File: config.mk
export PLATFORM = sky130hd
export DESIGN_NAME = rtc_irq_alarm
export DESIGN_NICKNAME = d
export VERILOG_FILES = /design/src/rtl/rtc_irq_pkg.sv /design/src/rtl/rtc_rate_gen.sv /design/src/rtl/rtc_alarm_match.sv /design/src/rtl/rtc_flag_bank.sv /design/src/rtl/rtc_irq_alarm.sv
export SDC_FILE = /design/constraint.sdc
export NUM_CORES = 1
export LEC_CHECK = 0
export BUFFER_PORTS_ARGS = -buffer_cell sky130_fd_sc_hd__buf_4
export CORE_MARGIN = 2
export CORE_UTILIZATION = 30
export CTS_CLUSTER_SIZE = 30
export DETAILED_ROUTE_END_ITERATION = 6
export PLACE_DENSITY = 0.53
export REMOVE_ABC_BUFFERS = 1
export SETUP_SLACK_MARGIN = 0.05
export SLEW_MARGIN = 5
export SYNTH_ARGS = -nofsm -noshare
export SYNTH_HDL_FRONTEND = slang
export SYNTH_SLANG_ARGS = --single-unit
File: constraint.sdc
create_clock -name clk -period 5.2 [get_ports clk]
set_input_delay 1.04 -clock clk [delete_from_list [all_inputs] [get_ports clk]]
set_output_delay 1.04 -clock clk [all_outputs]
set_load 0.05 [all_outputs]
File: src/rtl/rtc_irq_pkg.sv
package rtc_irq_pkg;

  localparam int RATE_W = 4;
  localparam int NFIELD = 4;

  typedef enum logic [2:0] {
    SEL_CTRL  = 3'd0,
    SEL_ASEC  = 3'd1,
    SEL_AMIN  = 3'd2,
    SEL_AHOUR = 3'd3,
    SEL_ADATE = 3'd4,
    SEL_FLAGS = 3'd5
  } reg_sel_e;

  typedef struct packed {
    logic              aie;
    logic              pwrie;
    logic              abe;
    logic              pie;
    logic [RATE_W-1:0] rate;
  } ictrl_t;

  typedef struct packed {
    logic wdog;
    logic alarm;
    logic pfail;
    logic blow;
    logic per;
  } flags_t;

  // One alarm field: bit 7 masks the field, else bits 6..0 must agree.
  function automatic logic field_hit(input logic [7:0] alm, input logic [7:0] now);
    return alm[7] | (alm[6:0] == now[6:0]);
  endfunction

endpackage

File: src/rtl/rtc_rate_gen.sv
module rtc_rate_gen
  import rtc_irq_pkg::*;
#(
  parameter int DEC_DIV = 10
) (
  input  logic              clk,
  input  logic              rst_n,
  input  logic              tick_bin,
  input  logic              tick_dec,
  input  logic [RATE_W-1:0] rate,
  output logic              per_evt
);
  localparam int NCODE = 2 ** RATE_W;
  localparam int DIV_W = NCODE - 2;
  localparam int DEC_W = $clog2(DEC_DIV);

  logic [DIV_W-1:0] div_q;
  logic [DEC_W-1:0] dec_q;
  logic [NCODE-1:0] bin_hit;
  logic             dec_wrap;

  always_ff @(posedge clk or negedge rst_n) begin
    if (!rst_n) begin
      div_q <= '0;
      dec_q <= '0;
    end else begin
      if (tick_bin) div_q <= div_q + 1'b1;
      if (tick_dec) dec_q <= dec_wrap ? '0 : dec_q + 1'b1;
    end
  end

  assign dec_wrap = (dec_q == DEC_W'(DEC_DIV - 1));

  // Binary-fraction codes: code c fires when the low c-1 divider bits are all ones.
  assign bin_hit[2:0] = '0;
  for (genvar c = 3; c < NCODE; c++) begin : g_bin
    assign bin_hit[c] = tick_bin & (&div_q[c-2:0]);
  end

  always_comb begin
    unique case (rate)
      RATE_W'(0): per_evt = 1'b0;
      RATE_W'(1): per_evt = tick_dec;
      RATE_W'(2): per_evt = tick_dec & dec_wrap;
      default:    per_evt = bin_hit[rate];
    endcase
  end

endmodule

File: src/rtl/rtc_alarm_match.sv
module rtc_alarm_match
  import rtc_irq_pkg::*;
(
  input  logic                   sec_update,
  input  logic [NFIELD-1:0][7:0] alm,
  input  logic [NFIELD-1:0][7:0] now,
  output logic                   alm_evt
);
  logic [NFIELD-1:0] hit;

  for (genvar i = 0; i < NFIELD; i++) begin : g_field
    assign hit[i] = field_hit(alm[i], now[i]);
  end

  assign alm_evt = sec_update & (&hit);

endmodule

File: src/rtl/rtc_flag_bank.sv
module rtc_flag_bank
  import rtc_irq_pkg::*;
(
  input  logic   clk,
  input  logic   rst_n,
  input  flags_t set,
  input  logic   clr,
  output flags_t flags_q
);
  // Clear first, then merge new events so a coincident event is kept.
  always_ff @(posedge clk or negedge rst_n) begin
    if (!rst_n) flags_q <= '0;
    else        flags_q <= (clr ? flags_t'('0) : flags_q) | set;
  end

endmodule

File: src/rtl/rtc_irq_alarm.sv
module rtc_irq_alarm
  import rtc_irq_pkg::*;
#(
  parameter int DEC_DIV = 10
) (
  input  logic       clk,
  input  logic       rst_n,
  input  logic       tick_32k,
  input  logic       tick_hund,
  input  logic       sec_update,
  input  logic [7:0] cur_sec,
  input  logic [7:0] cur_min,
  input  logic [7:0] cur_hour,
  input  logic [7:0] cur_date,
  input  logic       wdog_evt,
  input  logic       pwr_fail,
  input  logic       batt_low,
  input  logic       batt_mode,
  input  logic       por_active,
  input  logic [2:0] reg_sel,
  input  logic       reg_wr,
  input  logic       reg_rd,
  input  logic [7:0] reg_wdata,
  output logic [7:0] reg_rdata,
  output logic       irq_n,
  output logic       irq_oe
);
  ictrl_t                   ctrl_q, ctrl_d;
  logic [NFIELD-1:0][7:0]   alm_q;
  logic [NFIELD-1:0][7:0]   now_v;
  flags_t                   flags_q, flag_set;
  logic                     per_evt, alm_evt, flag_clr, set_any;
  logic                     req_norm, req_batt;
  logic [3:0]               ctrl_en;

  always_comb begin
    ctrl_d = ctrl_q;
    if (reg_wr && reg_sel == SEL_CTRL) ctrl_d = ictrl_t'(reg_wdata);
    if (por_active) begin
      ctrl_d.aie   = 1'b0;
      ctrl_d.pwrie = 1'b0;
      ctrl_d.abe   = 1'b0;
      ctrl_d.pie   = 1'b0;
    end
  end

  always_ff @(posedge clk or negedge rst_n) begin
    if (!rst_n) begin
      ctrl_q <= '0;
      alm_q  <= '0;
    end else begin
      ctrl_q <= ctrl_d;
      if (reg_wr) begin
        unique case (reg_sel)
          SEL_ASEC:  alm_q[0] <= reg_wdata;
          SEL_AMIN:  alm_q[1] <= reg_wdata;
          SEL_AHOUR: alm_q[2] <= reg_wdata;
          SEL_ADATE: alm_q[3] <= reg_wdata;
          default: ;
        endcase
      end
    end
  end

  assign now_v = {cur_date, cur_hour, cur_min, cur_sec};

  rtc_rate_gen #(.DEC_DIV(DEC_DIV)) u_rate (
    .clk      (clk),
    .rst_n    (rst_n),
    .tick_bin (tick_32k),
    .tick_dec (tick_hund),
    .rate     (ctrl_q.rate),
    .per_evt  (per_evt)
  );

  rtc_alarm_match u_alarm (
    .sec_update (sec_update),
    .alm        (alm_q),
    .now        (now_v),
    .alm_evt    (alm_evt)
  );

  assign flag_set = '{wdog: wdog_evt, alarm: alm_evt, pfail: pwr_fail,
                      blow: batt_low, per: per_evt};
  assign set_any  = |flag_set;
  assign flag_clr = reg_rd && (reg_sel == SEL_FLAGS);

  rtc_flag_bank u_flags (
    .clk     (clk),
    .rst_n   (rst_n),
    .set     (flag_set),
    .clr     (flag_clr),
    .flags_q (flags_q)
  );

  assign req_norm = (flags_q.alarm & ctrl_q.aie) |
                    (flags_q.pfail & ctrl_q.pwrie) |
                    (flags_q.per   & ctrl_q.pie);
  assign req_batt = flags_q.alarm & ctrl_q.aie & ctrl_q.abe;
  assign irq_oe   = batt_mode ? req_batt : req_norm;
  assign irq_n    = ~irq_oe;
  assign ctrl_en  = {ctrl_q.aie, ctrl_q.pwrie, ctrl_q.abe, ctrl_q.pie};

  always_comb begin
    unique case (reg_sel)
      SEL_CTRL:  reg_rdata = ctrl_q;
      SEL_ASEC:  reg_rdata = alm_q[0];
      SEL_AMIN:  reg_rdata = alm_q[1];
      SEL_AHOUR: reg_rdata = alm_q[2];
      SEL_ADATE: reg_rdata = alm_q[3];
      SEL_FLAGS: reg_rdata = {flags_q, 3'b000};
      default:   reg_rdata = 8'h00;
    endcase
  end

endmodule

=== After elaboration in Yosys (flattened, before gate mapping) ===
Cells that the tools add are included.
W data, S select, Z words.

* Add/sub/neg operators: 2
* Order comparisons: 1
* Equality and inequality tests: 12
* Multiplexer cells: 9
* Bitwise logic cells: 27
* Reduce and logical (&&, ||, !) cells: 23

{| class="wikitable"
|+ Operator list
! cell !! count
|-
| $pmux W8 S6 || 1
|-
| $eq A7 B7 Y1 || 4
|-
| $and A1 B1 Y1 || 19
|-
| $add A14 B1 Y14 const B || 1
|-
| $reduce_and A14 Y1 || 1
|-
| $reduce_and A13 Y1 || 1
|-
| $reduce_and A12 Y1 || 1
|-
| $reduce_and A11 Y1 || 1
|-
| $reduce_and A10 Y1 || 1
|-
| $reduce_and A2 Y1 || 5
|-
| $reduce_and A9 Y1 || 1
|-
| $mux W4 || 2
|-
| $mux W8 || 1
|-
| $reduce_and A4 Y1 || 2
|-
| $reduce_and A8 Y1 || 1
|-
| $reduce_and A7 Y1 || 1
|-
| $eq A3 B2 Y1 const B || 2
|-
| $eq A3 B3 Y1 const B || 2
|-
| $or A1 B1 Y1 || 6
|-
| $reduce_and A6 Y1 || 1
|-
| $lt A4 B5 Y1 const B || 1
|-
| $mux W5 || 1
|-
| $or A5 B5 Y5 || 1
|-
| $reduce_and A5 Y1 || 1
|-
| 14 further kinds || 16
|}

* Register bits: 63
* Input port bits: 55
* Output and inout port bits: 10
* Word-level logic and storage cells: 90

=== Depth between registers and ports, before layout ===
Gate-level depths: netlist (run 1).

* Word-level depth: 6
* Depth in mapped cells: 10
* Mapped depth without buffers: 10

=== Cells and area by module ===
A second synthesis (run 1) with hierarchy kept.

* Cells, all modules: 304
* Area total of the unflattened synthesis: 3569.7 um^2

{| class="wikitable"
|+ Modules (own cells, without submodules)
! module !! instances !! cells each !! area each (um^2) !! seq. area each (um^2)
|-
| rtc_irq_alarm || 1 || 157 || 2077.0 || 1001.0
|-
| rtc_rate_gen || 1 || 97 || 1001.0 || 450.4
|-
| rtc_alarm_match || 1 || 39 || 325.3 || 0.0
|-
| rtc_flag_bank || 1 || 11 || 166.4 || 125.1
|}

=== Worst setup path before layout (run 1) ===
No wires, ideal clock.

* Kind: input-to-output
* From: input port reg_sel[0]
* To: output port reg_rdata[4]
* Data arrival time: 2.726 ns
* Required time: 4.160 ns
* Setup slack: 1.434 ns
* Stages: 4
* Buffers on the path: 2
* Cells stage by stage: buf_6 > buf_4 > mux2i_1 > a221oi_1

* Cells in the longest elaborated chain, start to end: 2
* Elaborated cells between the ends (all ways): 7
* Classes of those cells: 5 x eq/ne; 1 x mux; 1 x reduce/logical

{| class="wikitable"
|+ Ends and longest elaborated chain
! what !! RTL line !! RTL
|-
| start: declaration || rtc_irq_alarm.sv:20 || <nowiki>input logic [2:0] reg_sel,</nowiki>
|-
| $eq A3 B3 Y1, or another cell as far along || rtc_irq_alarm.sv:105 || <nowiki>unique case (reg_sel)</nowiki>
|-
| $pmux W8 S6 * || rtc_irq_alarm.sv:105 ||
|-
| end: declaration || rtc_irq_alarm.sv:24 || <nowiki>output logic [7:0] reg_rdata,</nowiki>
|}

Mark *: on every way between the ends. The rest lies on a longest branch, timed or not.

=== Final worst setup path (run 1) ===
* From: input port reg_sel[1]
* To: output port reg_rdata[0]

Same word-level chain as after synthesis.

==> results of run 1 <==
[power groups by stage]
| stage | Combinational, W | Clock [W] | Sequential [W] |
|---|---|---|---|
| detailed placement | 0.000415 | 0 | 0.000744 |
| global placement | 0.000408 | 0 | 0.000737 |
| global route | 0.000462 | 0.000599 | 0.000758 |
| floorplan | 0.000294 | 0 | 0.000702 |
| CTS | 0.000418 | 0.000580 | 0.000736 |
| finish | 0.000411 | 0.000568 | 0.000734 |
[layer usage]
layer | wire length, um | up-vias
met1 | 4140 | 1204
met5 | 0 | -
met3 | 201 | 15
met2 | 3730 | 43
li1 | - | 1191
met4 | 216 | 0
[synthesized netlist by cell type, types with 5 or more instances]
cell type	number
inv_1	10
dfrtp_1	63
mux2i_1	13
xnor2_1	21
xor2_1	19
nand3_1	10
nand4_1	8
nand2_1	14
mux2_2	40
a21oi_1	5
nor3_1	5
nor2_1	17
o21ai_0	10
[cell usage in the layout, fill, tap and decap left out, types with 5 or more instances in the layout]
| master | count |
|---|---|
| a21oi_1 | 5 |
| buf_4 | 61 |
| clkbuf_16 | 9 |
| dfrtp_1 | 63 |
| inv_1 | 10 |
| mux2_2 | 40 |
| mux2i_1 | 13 |
| nand2_1 | 14 |
| nand3_1 | 10 |
| nand4_1 | 8 |
| nor2_1 | 17 |
| nor3_1 | 5 |
| o21ai_0 | 10 |
| xnor2_1 | 21 |
| xor2_1 | 19 |
[through the flow]
stage	instance area, um2	total power [W]	hold WS, ns
finish	4280	0.00171	0.459
global route	4280	0.00182	0.474
CTS	4280	0.00173	0.462
detailed placement	3990	0.00116	0.456
global placement	3990	0.00115	0.452
floorplan	3350	0.000996	0.435
[final cells by class]
type,count,area [um2]
fillers,1159,7040
multi-input cells,212,1740
repair buffers,61,458
clock buffers,14,284
inverters,10,37.5
flip-flops and latches,63,1580
well taps,143,179
[logic make-up (layout without fill, tap and decap cells)]
| kind of cell | count (synthesis) | count (layout) | synth area share |
|---|---|---|---|
| simple gates | 73 | 73 | 0.115 |
| mux | 58 | 58 | 0.203 |
| buf+inv | 22 | 85 | 0.0371 |
| fa+ha+maj | 4 | 4 | 0.0146 |
| xor+xnor | 40 | 40 | 0.102 |
| compound gates | 37 | 37 | 0.0702 |
| flops | 63 | 63 | 0.458 |
[final timing paths]
path                             startpoint  cells after the start                  to
max in group asynchronous             rst_n                      1           alm_q[23]
min reg2reg                u_rate.div_q[13]                      1    u_rate.div_q[13]
max reg2reg                 u_rate.div_q[0]                     10  u_flags.flags_q[0]
max                              reg_sel[1]                      5        reg_rdata[0]
min in group asynchronous             rst_n                      1     u_rate.div_q[0]
min                        u_rate.div_q[13]                      1    u_rate.div_q[13]
[state kept, by name, indices dropped and copies added (netlist names)]
signal	flops
alm_q	32
ctrl_q	4
u_flags.flags_q	5
u_rate.dec_q	4
ctrl_en	4
u_rate.div_q	14
[worst register-to-register path: cells and delay by family (launching register included)]
family | cells | cell delay [ns]
and+or+nand+nor | 7 | 0.94
DFF | 1 | 0.42
adders and majority gates | 2 | 0.43
AOI/OAI and AO/OA | 1 | 0.15
==> impl_metrics.tcl, run 1 <==
set metrics [dict create \
    slew_headroom 0.290 \
    post_cts_buffers 0 \
    clk_path_buf_depth 2 \
    critPathTopFamily "multiplexers" \
    irDropWorstVdd_v 0.000148 \
    synth_top_area_cell "dfrtp_1" \
    leakagePower_nw 1.88 \
    drive_gt1_frac 0.342 \
    die-area_mm2 0.0123 \
    max_stage_delay_ns 0.64 \
    critPathSlowestCell "mux4_1" \
    fmax_mhz 297 \
    grt_first_pass_wirelength_um 13800 \
    synth-edff-count 0 \
    worst-path-buf-inv 3 \
    initial_core_util 0.304 \
    root_buffer "clkbuf_16" \
    fin_ws_ns 1.83 \
    vias 2453 \
    fin_worst_skew_ns 0.00436 \
    track_usage 0.146 \
    grtUsageMet1 0.205 \
    intPower_w 0.00119 \
    post-route-period-util 0.647 \
    met3_usage 0.0246 \
    synth_area_leaders "dfrtp_1 46%, mux2_2 13%, xnor2_1 5.3%, xor2_1 4.8%, mux2i_1 3.8%" \
    yosys.area.top_type_share 0.458 \
    slew_violations 0 \
    antenna_found_initial 0 \
    status "complete, no violations" \
    async_flop_share 1.00 \
    synth-seq-area-share 0.458 \
    fin_nets 416 \
    comb_power_share 0.240 \
    die-height_um 111 \
    p_sw_w 0.000521 \
    layout_min_cycle_time_ns 3.37 \
    rrSetupSlack_ns 3.12 \
    postRouteAntennaNets 0 \
    io_pins 65 \
    area_growth_syn_to_layout_pct 24.3 \
    num_antenna_cells 0 \
    required_ns 4.16 \
    avgSynthCellArea_um2 11.6 \
    cts-buffers-inserted 9 \
    drt_first_pass_iters 6 \
    cts_tree "done" \
    finalSetupTns_ns 0 \
    wire_per_inst_um 16.5 \
    cts_max_level 3 \
    arrival_ns 2.33 \
    powerDensity_mw_per_mm2 401 \
    syn_inst 297 \
    port_buffers 60 \
    syn_area_mm2 0.00344 \
    worstSetupPathType "in -> out" \
    grt_remaining_overflow 0 \
    tightest_slew_ns 1.06 \
    worstSetupStartpointType "primary input" \
    switching_share 0.304 \
    path_clk_slew_ns 0.05 \
    hold_viol_final 0 \
    dp_slack_ns 1.83 \
    finalWirelength_um 8280 \
    coreArea_mm2 0.0113 \
    rows 39 \
    yosys_warnings 0 \
    hold_buffers 0 \
    synth-seq-cells 63 \
    numClockSinks 63 \
    crit_chain "buf_4, mux4_1, inv_1, o21ai_0, buf_4" \
    dp_cells 489 \
    p_clk_frac 0.332 \
    cp_max_fo 18 \
    grtUsageMet2 0.217 \
    seq_power_share 0.429 \
    viasPerCell 4.88 \
    drv_cap 0 \
    clkLatencyLatePin_ns 0.33 \
    setup_viol 0 \
    cts.repair.resized 0 \
    drt_iter0_drc 109 \
    utilization 0.378 \
    gr-max-usage-layer "met2" \
    grt_max_degree 64 \
    grt_setup_unrepaired "no" \
    hold_path.class "reg -> reg" \
    final_cells 503 \
    synth_ff_type "dfrtp_1" \
    cp-end-kind "output pin" \
    drc_errors 0 \
    die_w_um 111 \
    dp_hpwl_um 6210 \
    grt_pass1_vias 2561 \
    crit_top_cell "buf_4" \
    place_congestion 0.738 \
    yosysUniqueCellTypes 45 \
]
Power figures use the tool's default switching activity.
==> run 2: changes to the inputs <==
--- a/config.mk
+++ b/config.mk
@@ -5,12 +5,13 @@
 export SDC_FILE = /design/constraint.sdc
 export NUM_CORES = 1
 export LEC_CHECK = 0
+export ABC_AREA = 1
 export BUFFER_PORTS_ARGS = -buffer_cell sky130_fd_sc_hd__buf_4
 export CORE_MARGIN = 2
 export CORE_UTILIZATION = 30
 export CTS_CLUSTER_SIZE = 30
 export DETAILED_ROUTE_END_ITERATION = 6
-export PLACE_DENSITY = 0.53
+export PLACE_DENSITY = 0.55
 export REMOVE_ABC_BUFFERS = 1
 export SETUP_SLACK_MARGIN = 0.05
 export SLEW_MARGIN = 5
==> constraint.sdc (replaced) <==
create_clock -name clk -period 2.87 [get_ports clk]
set_input_delay 0.574 -clock clk [delete_from_list [all_inputs] [get_ports clk]]
set_output_delay 0.574 -clock clk [all_outputs]
set_load 0.05 [all_outputs]
==> run 2 against run 1 <==
  * Non-clock buffer count down 1
  * Design area grew 6.6%
  * First-iteration DRC count rose by 52%
  * Hold slack got worse by 0.11 ns
  * Highest routed layer unchanged
==> impl_metrics.tcl, run 2 <==
set metrics [dict create \
    status "complete, no violations" \
    num_antenna_cells 0 \
    path_clk_slew_ns 0.05 \
    antenna_found_initial 0 \
    setup_viol 0 \
    die-area_mm2 0.0131 \
    critPathTopFamily "buffers and inverters" \
    grt_pass1_vias 3122 \
    track_usage 0.154 \
    largest_register_ffs 32 \
    cts_tree "done" \
    synth-seq-area-share 0.431 \
    reg2regPathDepth 12 \
    layout_min_cycle_time_ns 2.36 \
    postRouteAntennaNets 0 \
    synth-edff-count 0 \
    drt_iter0_drc 166 \
    yosys_warnings 0 \
    finalWirelength_um 9530 \
    arrival_ns 1.78 \
    dp_slack_ns 0.492 \
    coreArea_mm2 0.0120 \
    powerDensity_mw_per_mm2 698 \
    port_buffers 60 \
    synth_top_area_cell "dfrtp_1" \
    clk_path_buf_depth 2 \
    required_ns 2.30 \
    rows 40 \
    dp_cells 679 \
    worstSetupStartpointType "primary input" \
    avgSynthCellArea_um2 7.65 \
    clkLatencyLatePin_ns 0.33 \
    cp.depth 8 \
    reg_top3 "alm_q: 32 flops, u_rate.div_q: 14 flops, u_flags.flags_q: 5 flops" \
    cp-end-kind "output pin" \
    largest_register "alm_q" \
    crit_top_cell "buf_4" \
    grt_setup_unrepaired "no" \
    final_cell_mix "159 x nand2_1, 74 x inv_1, 63 x dfrtp_1, 60 x buf_4, 28 x nor2_1" \
    dp_hpwl_um 7300 \
    critPathSlowestCell "a221oi_1" \
    grt_first_pass_wirelength_um 15600 \
    ys_top_cells_by_count "159 x nand2_1, 74 x inv_1, 63 x dfrtp_1" \
    slew_violations 0 \
    post-route-period-util 0.822 \
    root_buffer "clkbuf_16" \
    cts-buffers-inserted 9 \
    die-height_um 114 \
    yosysMostFrequentCell "nand2_1" \
    cts_max_level 3 \
    fin_nets 602 \
    fin_ws_ns 0.512 \
    crit_chain "buf_4, inv_1, nor2_4, nand2_4, inv_2, a221oi_1, nand2_1, buf_4" \
    initial_core_util 0.306 \
    max_stage_delay_ns 0.34 \
    finalSetupTns_ns 0 \
    yosysUniqueCellTypes 35 \
    place_area_mm2 0.00423 \
    vias 3181 \
    final_common_cell "nand2_1" \
    fin_worst_skew_ns 0.00663 \
    synth_area_leaders "dfrtp_1 43%, nand2_1 16%, inv_1 7.6%, o21ai_2 4.6%, o21ai_0 3.7%" \
    drv_cap 0 \
    viasPerCell 4.58 \
    cts.repair.resized 0 \
    fin_area_mm2 0.00456 \
    crit_path_start "reg_sel[0]" \
    drc_errors 0 \
    regToRegStartpoint "u_rate.div_q[0]" \
    drive_gt1_frac 0.208 \
    drt_first_pass_iters 4 \
    async_flop_share 1.00 \
    die_w_um 114 \
    fmax_mhz 424 \
    wire_per_inst_um 13.7 \
    syn_area_mm2 0.00365 \
    syn_inst 478 \
    grt_remaining_overflow 0 \
    synth_ff_type "dfrtp_1" \
    yosys.area.top_type_share 0.431 \
    grt_max_degree 64 \
    synth-seq-cells 63 \
    worstSetupPathType "in -> out" \
    hold_buffers 0 \
    tightest_slew_ns 0.849 \
    place_congestion 0.781 \
    numClockSinks 63 \
    final_cells 695 \
    irDropWorstVdd_v 0.000280 \
    post_cts_buffers 0 \
    area_growth_syn_to_layout_pct 24.8 \
    cp_max_fo 7 \
    slew_headroom 0.434 \
    hold_viol_final 0 \
    hold_path.class "in -> async" \
    io_pins 65 \
    worst-path-buf-inv 4 \
    leakagePower_nw 2.42 \
]
[run 2: cell count changes in the layout (fill, tap and decap cells not counted), sizes merged, moves of 6 or more]
cell | before | now
inv | 10 | 81
mux2 | 40 | 0
mux2i | 13 | 0
nand2 | 15 | 167
nand3 | 10 | 18
nand4 | 8 | 2
nor2 | 17 | 30
o21ai | 10 | 53
xnor2 | 21 | 10
xor2 | 19 | 11
[run 2: routing by layer]
| layer | GRT usage | vias up | routed length (um) | share of wire |
|---|---|---|---|---|
| met3 | 0.0323 | 13 | 445 | 0.047 |
| met5 | 0 | - | 0 | 0 |
| met2 | 0.250 | 58 | 4560 | 0.48 |
| li1 | - | 1635 | - | - |
| met1 | 0.209 | 1475 | 4410 | 0.46 |
| met4 | 0.0407 | 0 | 110 | 0.012 |
[run 2: logic make-up after synthesis]
group | share of synthesized area
flops | 0.431
simple gates | 0.258
xor+xnor | 0.0503
buf+inv | 0.0993
fa+ha+maj | 0.0137
compound gates | 0.147
[run 2: final timing paths]
check                                      to  slack (ns)
min in group clk           u_flags.flags_q[1]        0.43
max in group asynchronous           alm_q[14]        1.96
max reg2reg                u_flags.flags_q[0]        1.18
min                                 alm_q[16]        0.34
max                              reg_rdata[3]        0.51
min reg2reg                   u_rate.div_q[7]        0.46
[run 2: where the power goes]
group / internal (W) / switching, W / leakage [nW]
Clock: 0.000788 / 0.000414 / 0.155
Combinational: 0.000294 / 0.000438 / 1.48
Sequential: 0.00107 / 0.000179 / 0.787
Total: 0.00215 / 0.00103 / 2.42
[run 2: cell type report]
cell class                 count  area, um2
sequential                    63       1580
clock buffer                  10        239
fill                        1249       7400
timing repair buffer          60        450
multi-input combinational    329       1720
clock inverter                 6       92.6
inverter                      80        303
tap                          147        184
[run 2: worst reg2reg max path, cell delays in order, from the launching register on]
cell,delay [ns]
dfrtp_1,0.41
ha_1,0.25
nand3_1,0.13
inv_1,0.07
nand2_1,0.10
inv_1,0.07
ha_1,0.17
nand2_1,0.06
nand3_1,0.07
nand3_1,0.09
nand2_1,0.06
nand2_1,0.06
nand2_1,0.04
[run 2: metrics by stage]
step           utilization  total power, W  hold WS [ns]
6_report             0.381         0.00319         0.344
2_1_floorplan            -         0.00173         0.278
3_5_place_dp         0.354         0.00200         0.458
4_1_cts              0.381         0.00321         0.396
3_3_place_gp         0.354         0.00197         0.457
5_1_grt              0.381         0.00338         0.420
